**config.mk**
```make
export PLATFORM = sky130hd
export DESIGN_NAME = adc_seq_ctrl
export DESIGN_NICKNAME = d
export VERILOG_FILES = /design/src/rtl/adc_seq_pkg.sv /design/src/rtl/adc_seq_cfg.sv /design/src/rtl/adc_seq_cnt.sv /design/src/rtl/adc_seq_ctl.sv /design/src/rtl/adc_seq_res.sv /design/src/rtl/adc_seq_ctrl.sv
export SDC_FILE = /design/constraint.sdc
export NUM_CORES = 1
export LEC_CHECK = 0
export ABC_CLOCK_PERIOD_IN_PS = 4050
export CAP_MARGIN = 20
export CORE_MARGIN = 4
export CORE_UTILIZATION = 45
export DETAILED_ROUTE_END_ITERATION = 6
export DONT_BUFFER_PORTS = 1
export PLACE_DENSITY = 0.61
export SYNTH_ARGS = -nofsm -noshare
export SYNTH_HDL_FRONTEND = slang
export SYNTH_HIERARCHICAL = 1
export SYNTH_SLANG_ARGS = --single-unit
```
**constraint.sdc**
```tcl
create_clock -name clk -period 4.05 [get_ports clk]
set_clock_uncertainty 0.1 [all_clocks]
set_input_delay 0.405 -clock clk [delete_from_list [all_inputs] [get_ports clk]]
set_output_delay 0.405 -clock clk [all_outputs]
set_load 0.05 [all_outputs]
```
**src/rtl/adc_seq_pkg.sv**
```systemverilog
package adc_seq_pkg;

  localparam int DATA_W = 8;
  localparam int TSEL_W = 3;
  localparam int LEN_W  = 8;

  // Mode register field positions (software-visible encoding)
  localparam int M_CMP   = 0;
  localparam int M_TRIG  = 1;
  localparam int M_CONT  = 2;
  localparam int M_TSEL  = 3;
  localparam int M_START = 7;

  localparam logic ADDR_MODE = 1'b0;
  localparam logic ADDR_CHAN = 1'b1;

  typedef struct packed {
    logic              cmp_en;
    logic              trig_tmr;
    logic              cont;
    logic [TSEL_W-1:0] tsel;
  } cfg_t;

  // Length = {2,3}[sel[0]] << (3 + sel[2:1])  -> 16,24,32,48,64,96,128,192
  function automatic logic [LEN_W-1:0] conv_len(input logic [TSEL_W-1:0] sel);
    logic [LEN_W-1:0] base;
    base = sel[0] ? LEN_W'(3) : LEN_W'(2);
    return base << (3 + int'(sel[2:1]));
  endfunction

endpackage

```
**src/rtl/adc_seq_cfg.sv**
```systemverilog
module adc_seq_cfg
  import adc_seq_pkg::*;
#(
  parameter int CHAN_W = 4
) (
  input  logic                  clk,
  input  logic                  rst_n,
  input  logic                  blk_en,
  input  logic                  wr_en,
  input  logic                  wr_addr,
  input  logic [DATA_W-1:0]     wr_data,
  output cfg_t                  cfg,
  output logic [CHAN_W-1:0]     chan_reg,
  output logic                  mode_wr,
  output logic                  chan_wr
);

  assign mode_wr = blk_en && wr_en && (wr_addr == ADDR_MODE);
  assign chan_wr = blk_en && wr_en && (wr_addr == ADDR_CHAN);

  always_ff @(posedge clk or negedge rst_n) begin
    if (!rst_n) begin
      cfg      <= '0;
      chan_reg <= '0;
    end else if (!blk_en) begin
      cfg      <= '0;
      chan_reg <= '0;
    end else begin
      if (mode_wr) begin
        cfg.cmp_en   <= wr_data[M_CMP];
        cfg.trig_tmr <= wr_data[M_TRIG];
        cfg.cont     <= wr_data[M_CONT];
        cfg.tsel     <= wr_data[M_TSEL +: TSEL_W];
      end
      if (chan_wr) chan_reg <= wr_data[CHAN_W-1:0];
    end
  end

endmodule

```
**src/rtl/adc_seq_cnt.sv**
```systemverilog
module adc_seq_cnt
  import adc_seq_pkg::*;
(
  input  logic             clk,
  input  logic             rst_n,
  input  logic             blk_en,
  input  logic             load,
  input  logic             run,
  input  logic [LEN_W-1:0] len,
  output logic             last
);

  logic [LEN_W-1:0] cnt;

  assign last = run && (cnt == len - LEN_W'(1));

  always_ff @(posedge clk or negedge rst_n) begin
    if (!rst_n)                cnt <= '0;
    else if (!blk_en || load)  cnt <= '0;
    else if (run)              cnt <= cnt + LEN_W'(1);
  end

endmodule

```
**src/rtl/adc_seq_ctl.sv**
```systemverilog
module adc_seq_ctl
  import adc_seq_pkg::*;
#(
  parameter int CHAN_W = 4
) (
  input  logic              clk,
  input  logic              rst_n,
  input  logic              blk_en,
  input  cfg_t              cfg,
  input  logic [CHAN_W-1:0] chan_reg,
  input  logic              mode_wr,
  input  logic              chan_wr,
  input  logic [DATA_W-1:0] wr_data,
  input  logic              timer_trig,
  output logic              busy,
  output logic              conv_start,
  output logic [CHAN_W-1:0] cur_chan,
  output logic              cmplt
);

  logic             stop, restart, sw_go, tm_go, next_seq, load, cnt_last;
  logic [LEN_W-1:0] cur_len;
  logic             defer_chan;

  // Timer-triggered single mode keeps the running channel on a channel write
  assign defer_chan = cfg.trig_tmr && !cfg.cont;

  assign stop     = mode_wr && busy && !(wr_data[M_START] && wr_data[M_CMP]);
  assign restart  = chan_wr && busy && !stop && !defer_chan;
  assign cmplt    = cnt_last && !stop && !restart;
  assign next_seq = cmplt && cfg.cont;
  assign sw_go    = mode_wr && !busy && wr_data[M_START] && wr_data[M_CMP]
                    && !wr_data[M_TRIG];
  assign tm_go    = timer_trig && !busy && cfg.trig_tmr && cfg.cmp_en;
  assign load     = restart || next_seq || sw_go || tm_go;

  adc_seq_cnt cnt_i (
    .clk    (clk),
    .rst_n  (rst_n),
    .blk_en (blk_en),
    .load   (load),
    .run    (busy),
    .len    (cur_len),
    .last   (cnt_last)
  );

  always_ff @(posedge clk or negedge rst_n) begin
    if (!rst_n) begin
      busy       <= 1'b0;
      conv_start <= 1'b0;
      cur_chan   <= '0;
      cur_len    <= '0;
    end else if (!blk_en) begin
      busy       <= 1'b0;
      conv_start <= 1'b0;
      cur_chan   <= '0;
      cur_len    <= '0;
    end else begin
      conv_start <= load;
      if (stop)                       busy <= 1'b0;
      else if (cmplt && !cfg.cont)    busy <= 1'b0;
      else if (sw_go || tm_go)        busy <= 1'b1;

      if (restart)                             cur_chan <= wr_data[CHAN_W-1:0];
      else if (next_seq || sw_go || tm_go)     cur_chan <= chan_reg;

      if (sw_go)                  cur_len <= conv_len(wr_data[M_TSEL +: TSEL_W]);
      else if (next_seq || tm_go) cur_len <= conv_len(cfg.tsel);
    end
  end

endmodule

```
**src/rtl/adc_seq_res.sv**
```systemverilog
module adc_seq_res #(
  parameter int RES_W = 12
) (
  input  logic             clk,
  input  logic             rst_n,
  input  logic             blk_en,
  input  logic             cmplt,
  input  logic [RES_W-1:0] core_data,
  output logic [RES_W-1:0] result,
  output logic             irq_done
);

  always_ff @(posedge clk or negedge rst_n) begin
    if (!rst_n) begin
      result   <= '0;
      irq_done <= 1'b0;
    end else if (!blk_en) begin
      result   <= '0;
      irq_done <= 1'b0;
    end else begin
      irq_done <= cmplt;
      if (cmplt) result <= core_data;
    end
  end

endmodule

```
**src/rtl/adc_seq_ctrl.sv**
```systemverilog
module adc_seq_ctrl
  import adc_seq_pkg::*;
#(
  parameter int CHAN_W = 4,
  parameter int RES_W  = 12
) (
  input  logic              clk,
  input  logic              rst_n,
  input  logic              blk_en,
  input  logic              wr_en,
  input  logic              wr_addr,
  input  logic [7:0]        wr_data,
  input  logic              timer_trig,
  input  logic [RES_W-1:0]  core_data,
  output logic [CHAN_W-1:0] core_chan,
  output logic              conv_start,
  output logic              busy,
  output logic              irq_done,
  output logic [RES_W-1:0]  result
);

  cfg_t              cfg;
  logic [CHAN_W-1:0] chan_reg;
  logic              mode_wr, chan_wr, cmplt;

  adc_seq_cfg #(.CHAN_W(CHAN_W)) cfg_i (
    .clk      (clk),
    .rst_n    (rst_n),
    .blk_en   (blk_en),
    .wr_en    (wr_en),
    .wr_addr  (wr_addr),
    .wr_data  (wr_data),
    .cfg      (cfg),
    .chan_reg (chan_reg),
    .mode_wr  (mode_wr),
    .chan_wr  (chan_wr)
  );

  adc_seq_ctl #(.CHAN_W(CHAN_W)) ctl_i (
    .clk        (clk),
    .rst_n      (rst_n),
    .blk_en     (blk_en),
    .cfg        (cfg),
    .chan_reg   (chan_reg),
    .mode_wr    (mode_wr),
    .chan_wr    (chan_wr),
    .wr_data    (wr_data),
    .timer_trig (timer_trig),
    .busy       (busy),
    .conv_start (conv_start),
    .cur_chan   (core_chan),
    .cmplt      (cmplt)
  );

  adc_seq_res #(.RES_W(RES_W)) res_i (
    .clk       (clk),
    .rst_n     (rst_n),
    .blk_en    (blk_en),
    .cmplt     (cmplt),
    .core_data (core_data),
    .result    (result),
    .irq_done  (irq_done)
  );

endmodule

```
==> flow_summary.json, run 1 <==
{
  "outcome": "finished clean",
  "ys_types": 53,
  "antennaDiodeCount": 0,
  "gp_congestion": 0.754,
  "grt_max_degree": 46,
  "drive_gt1_share_pct": 7.78,
  "final_cells": 342,
  "postPlaceCellArea_mm2": 0.00273,
  "numCtsBuffers": 5,
  "hp-class": "in2reg",
  "mostFrequentLayoutCells": "dfrtp_1, nand2_1, mux2i_1, nor2_1, nor2b_1",
  "die_h_um": 85.5,
  "area_growth_pct": 6.62,
  "drt-vias-per-instance": 5.65,
  "ys.flop_type": "dfrtp_1",
  "fin_area_mm2": 0.00288,
  "regMostFlops": "res_i/result",
  "root_buffer": "clkbuf_8",
  "dp_hpwl_um": 3960,
  "grt_pass1_vias": 1843,
  "slowest_stage": "or4_1",
  "finalMaxSlewViolations": 0,
  "tightest_slew_ps": 737,
  "cts.path.max_buffers": 2,
  "peakVddDrop_v": 0.000211,
  "fin_nets": 301,
  "max_stage_delay_ps": 510,
  "grt_antenna_before_repair": 0,
  "crit_path_max_fanout": 8,
  "end_kind": "flip-flop",
  "dieArea_mm2": 0.00731,
  "clock_sinks": 45,
  "drcViolationCount": 0,
  "cts_tree": "yes",
  "fillCellCount": 543,
  "multiInputGateArea_mm2": 0.00146,
  "period_needed_ps": 3200,
  "drt_iter0_drc": 72,
  "relSlewSlack_pct": 50.7,
  "overflow": 0,
  "grt_pass1_wl_um": 9510,
  "setup_violations": 0,
  "routed_wl_um": 5420,
  "worstSkewPairLatency_ps": 300,
  "antenna_left": 0,
  "synth_nets": 301,
  "crit_required_ps": 4130,
  "seq_area_mm2": 0.00113,
  "ys_async_sr_fraction_pct": 100,
  "fp.dieW_um": 85.5,
  "ys_ff_latch": 45,
  "fp.coreArea_mm2": 0.00568,
  "wire_per_inst_um": 15.9,
  "avgSynthCellArea_um2": 10.0,
  "htreeDepth": 2,
  "path_class": "reg2reg",
  "grt_use_total_pct": 16.1,
  "io_buffers": 0,
  "largest_registers": "res_i/result (12), ctl_i/cnt_i/cnt (8), ctl_i/cur_len (8)",
  "ys_warn_count": 6,
  "num_vias": 1934,
  "setup.worst_path.start_class": "flip-flop",
  "power_density_mw_per_mm2": 307,
  "power_leakage_nw": 1.22,
  "finalSetupTns_ps": 0,
  "row_count": 27,
  "arrival_ps": 3280,
  "synthesis.area_mm2": 0.00270,
  "crit_chain": "inv_1 -> ha_1 -> nor3b_2 -> xnor2_1 -> or4_1 -> a211oi_1 -> nand2_1 -> o21ai_0 -> a21o_2 -> nand2b_1 -> nor2_1",
  "drv_cap": 0,
  "layout_commonest_cell": "dfrtp_1",
  "ys_seq_area_share_pct": 41.7,
  "synth_cells": 269,
  "drt_pass1_iterations": 4,
  "rsz0062_at_grt": "no",
  "dpl.cell_count": 332,
  "start_util_pct": 47.6,
  "clkSlewWorstSetupHoldPaths_ps": 80,
  "hold_viol": 0,
  "fin_crit_sh_pct": 79.0,
  "synth_edf_count": 0,
  "fmax_mhz": 312,
  "largest_register_ffs": 12,
  "pin_count": 45
}
## Yosys cell counts, drive strengths merged (2+ instances only)
cell     n  share of area, %
o22ai    4              0.93
nand3    8               1.5
o21ai    3              0.69
o211ai   3              0.83
o21bai   2              0.56
or4      4               1.2
nand2b   3              0.69
o221ai   3              0.97
ha       6               2.8
and2     5               1.2
buf      7               2.4
clkbuf   4              0.56
and4b    2              0.74
mux2i   27                10
nor2    17               2.4
nand4    3              0.69
xor2     8               2.6
o221a    2              0.83
inv      9               1.2
o211a    2              0.74
xnor2   10               3.2
nor4     4               1.2
and3     2              0.46
a211oi  14               3.9
nor2b   17               3.9
nand2   29               4.0
dfrtp   45                42
nand4b   5               2.2
nor3     2              0.37
a21oi    5              0.93
## cell type report
class / instances / area share [%]
clock buffers: 5 / 2.39
flip-flops and latches: 45 / 39.1
multi-input cells: 203 / 50.7
well taps: 72 / 3.13
inverters: 10 / 1.30
clock inverters: 3 / 1.61
repair buffers: 4 / 1.82
## repair_timing
item	in CTS	in global routing
buffers inserted	0	0
resized for setup	0	0
hold buffers	2	0
hold endpoints to repair	45	0
setup endpoints to repair	0	0
## final timing paths
path | from | to | slack, ps | depth (start not counted)
worst max-delay path | ctl_i/cur_len[0]$_DFFE_PN0P_ | ctl_i/cnt_i/cnt[0]$_DFFE_PN0P_ | 850 | 11
worst min-delay path | blk_en | ctl_i/cur_len[1]$_DFFE_PN0P_ | 130 | 1
worst max register to register | ctl_i/cur_len[0]$_DFFE_PN0P_ | ctl_i/cnt_i/cnt[0]$_DFFE_PN0P_ | 850 | 11
worst min register to register | cfg_i/cfg[5]$_DFFE_PN0P_ | cfg_i/cfg[5]$_DFFE_PN0P_ | 440 | 2
max in group asynchronous | rst_n | cfg_i/cfg[1]$_DFFE_PN0P_ | 3130 | 2
min in group asynchronous | rst_n | ctl_i/cnt_i/cnt[7]$_DFFE_PN0P_ | 520 | 2
## where the power goes
part	internal, mW	switching [mW]	leakage (nW)
Combinational	0.0310	0.0413	0.545
Clock	0.185	0.161	0.0543
Sequential	0.456	0.0103	0.624
## cell families (layout without fill, tap and decap cells)
logic type	Yosys count	in the layout	synth area share (%)
buf+inv	21	22	4.31
fa+ha+maj	6	6	2.78
flops	45	45	41.7
mux	27	27	10.0
simple gates	106	106	22.3
compound gates	46	46	13.1
xor+xnor	18	18	5.83
## per-stage QoR
stage                     power, mW  setup WS, ps  utilization (%)  hold slack [ps]
after floorplan               0.530          1100                -             9.41
after global placement        0.535           900             48.1             11.3
after detailed placement      0.535           853             48.1             11.4
after CTS                     0.891           847             50.8              124
after global routing          0.925           553             50.8              108
final                         0.884           849             50.8              130
## layer usage
metal  track usage [%]  part of all wire (%)
met4              3.45                  0.94
met2              24.5                    45
met5                 0                     0
met1              22.8                    48
met3              4.80                   6.1
## critical path, delay by kind of cell (launching register included)
kind                     cells  cell delay, ps
AND/OR/NAND/NOR              5            1170
flip-flops                   1             420
XOR/XNOR                     1             120
buffers and inverters        1              60
AO/OA/AOI/OAI                3             990
adder cells (fa/ha/maj)      1             220
Note: power is estimated with default switching activity, not from simulation.
==> run 2: changes to the inputs <==
--- a/config.mk
+++ b/config.mk
@@ -5,7 +5,7 @@
 export SDC_FILE = /design/constraint.sdc
 export NUM_CORES = 1
 export LEC_CHECK = 0
-export ABC_CLOCK_PERIOD_IN_PS = 4050
+export ABC_CLOCK_PERIOD_IN_PS = 3100
 export CAP_MARGIN = 20
 export CORE_MARGIN = 4
 export CORE_UTILIZATION = 45
==> constraint.sdc (replaced) <==
create_clock -name clk -period 3.1 [get_ports clk]
set_clock_uncertainty 0.1 [all_clocks]
set_input_delay 0.31 -clock clk [delete_from_list [all_inputs] [get_ports clk]]
set_output_delay 0.31 -clock clk [all_outputs]
set_load 0.05 [all_outputs]
==> flow_summary.json, run 2 (synthesis gave the netlist of run 1 again) <==
{
  "clkSlewWorstSetupHoldPaths_ps": 80,
  "finalSetupTns_ps": 0,
  "tightest_slew_ps": 763,
  "grt_pass1_wl_um": 9540,
  "wire_per_inst_um": 15.8,
  "drv_cap": 0,
  "fin_nets": 305,
  "relSlewSlack_pct": 49.0,
  "crit_end": "ctl_i/cnt_i/cnt[1]$_DFFE_PN0P_",
  "pre_cts_slack_ps": 157,
  "reg2regPathDepth": 11,
  "hold_viol": 0,
  "reg2reg_to": "ctl_i/cnt_i/cnt[1]$_DFFE_PN0P_",
  "dpl.cell_count": 336,
  "power.internal_mw": 0.817,
  "met1Wirelength_um": 2710,
  "critPathLaunch": "ctl_i/cur_len[0]$_DFFE_PN0P_",
  "r2r_setup_slack_ps": 190,
  "hold_slack_ps": 38.9,
  "netSwitchingPower_mw": 0.269,
  "fp.dieW_um": 85.5,
  "final_cells": 346,
  "mostFrequentLayoutCells": "dfrtp_1, nand2_1, mux2i_1, nor2_1, nor2b_1",
  "arrival_ps": 3030,
  "wl_met3_um": 300,
  "row_count": 27,
  "r2r_start": "ctl_i/cur_len[0]$_DFFE_PN0P_",
  "pin_count": 45,
  "end_kind": "flip-flop",
  "fmax_mhz": 344,
  "grt_antenna_before_repair": 0,
  "grt_use_total_pct": 16.1,
  "root_buffer": "clkbuf_8",
  "fp.coreArea_mm2": 0.00568,
  "post_cts_buffers": 0,
  "dp_hpwl_um": 4040,
  "hp-class": "in2reg",
  "rsz0062_at_grt": "no",
  "cts.path.max_buffers": 2,
  "num_vias": 1974,
  "worst_slack_ps": 189,
  "power_density_mw_per_mm2": 373,
  "largest_registers": "res_i/result (12), ctl_i/cnt_i/cnt (8), ctl_i/cur_len (8)",
  "comb_power_share_pct": 8.8,
  "drive_gt1_share_pct": 9.49,
  "p_clk_share_pct": 35.1,
  "regMostFlops": "res_i/result",
  "drt-vias-per-instance": 5.71,
  "drt_iter0_drc": 73,
  "outcome": "finished clean",
  "antennaDiodeCount": 0,
  "top_layer_used": "met4",
  "largest_register_ffs": 12,
  "finalPower_mw": 1.09,
  "pwr-share-seq_pct": 56.1,
  "area_growth_pct": 7.69,
  "period_needed_ps": 2910,
  "numCtsBuffers": 5,
  "cts_tree": "yes",
  "dr_wl_met2_um": 2420,
  "grt_max_degree": 46,
  "dieArea_mm2": 0.00731,
  "drcViolationCount": 0,
  "crit_required_ps": 3220,
  "routed_wl_um": 5480,
  "io_buffers": 0,
  "grt_pass1_vias": 1932,
  "finalMaxSlewViolations": 0,
  "die_h_um": 85.5,
  "htreeDepth": 2,
  "fin_crit_sh_pct": 93.9,
  "path_class": "reg2reg",
  "setup_violations": 0,
  "worstSkewPairLatency_ps": 300,
  "crit_path_max_fanout": 8,
  "sw_frac_of_total_pct": 24.7,
  "power_leakage_nw": 1.25,
  "clock_sinks": 45,
  "overflow": 0,
  "start_util_pct": 47.6,
  "gp_congestion": 0.735,
  "drt_pass1_iterations": 4,
  "setup.worst_path.start_class": "flip-flop",
  "peakVddDrop_v": 0.000193,
  "layout_commonest_cell": "dfrtp_1",
  "antenna_left": 0
}
[run 2: cell count changes in the layout (fill, tap and decap cells not counted)]
cell | before | now
buf_4 | 2 | 5
a211oi_2 | 0 | 1
buf_12 | 0 | 1
a211oi_1 | 14 | 13
clkinvlp_4 | 1 | 0
bufinv_16 | 1 | 0
clkinv_2 | 0 | 1
clkbuf_8 | 5 | 6
[run 2: timing repair]
action,in CTS,in global routing
endpoints found under the hold margin,45,0
resized for setup,0,1
endpoints found under the setup margin,0,23
hold buffers,2,0
[run 2: metrics by stage]
step                      area [um2]  utilization, %
after CTS                       2910            51.2
after detailed placement        2770            48.8
after global placement          2770            48.8
after floorplan                 2700               -
final                           2910            51.3
after global routing            2910            51.3
[run 2: per-layer routing]
| layer | vias to the layer above | GRT usage (%) |
|---|---|---|
| met3 | 5 | 5.28 |
| met4 | 0 | 3.45 |
| met2 | 39 | 23.7 |
| li1 | 988 | - |
| met5 | - | 0 |
| met1 | 942 | 23.0 |
[run 2: worst min path at each step]
stage | startpoint | to | slack (ps) | cells past startpoint
final | blk_en | ctl_i/cur_len[3]$_DFFE_PN0P_ | 40 | 1
after global routing | blk_en | ctl_i/cur_len[3]$_DFFE_PN0P_ | 20 | 1
after CTS | blk_en | cfg_i/cfg[4]$_DFFE_PN0P_ | 30 | 2
after detailed placement | rst_n | ctl_i/cnt_i/cnt[2]$_DFFE_PN0P_ | -80 | 0
after global placement | rst_n | ctl_i/cnt_i/cnt[2]$_DFFE_PN0P_ | -80 | 0
after floorplan | rst_n | cfg_i/cfg[0]$_DFFE_PN0P_ | -90 | 0
[run 2: final cells by class]
class                   instances  area [um2]
clock buffers                   6        82.6
repair buffers                  8        95.1
fillers                       553        2770
inverters                      10        37.5
flip-flops and latches         45        1130
well taps                      72        90.1
clock inverters                 2        13.8
multi-input cells             203        1470
[run 2: critical path, cell delays in order (launching register included)]
cell	delay (ps)
dfrtp_1	380
buf_4	150
or4_4	550
o221a_1	260
a211oi_1	260
a211oi_2	130
buf_4	150
nand2_1	50
o21ai_0	110
a21o_2	240
nand2b_1	290
nor2_1	180
[run 2: power groups by stage]
stage / sequential (mW) / clock [mW] / combinational (mW)
6_report: 0.609 / 0.381 / 0.0957
5_1_grt: 0.611 / 0.423 / 0.109
4_1_cts: 0.609 / 0.397 / 0.0972
3_5_place_dp: 0.621 / 0 / 0.0793
3_3_place_gp: 0.621 / 0 / 0.0783
2_1_floorplan: 0.620 / 0 / 0.0730
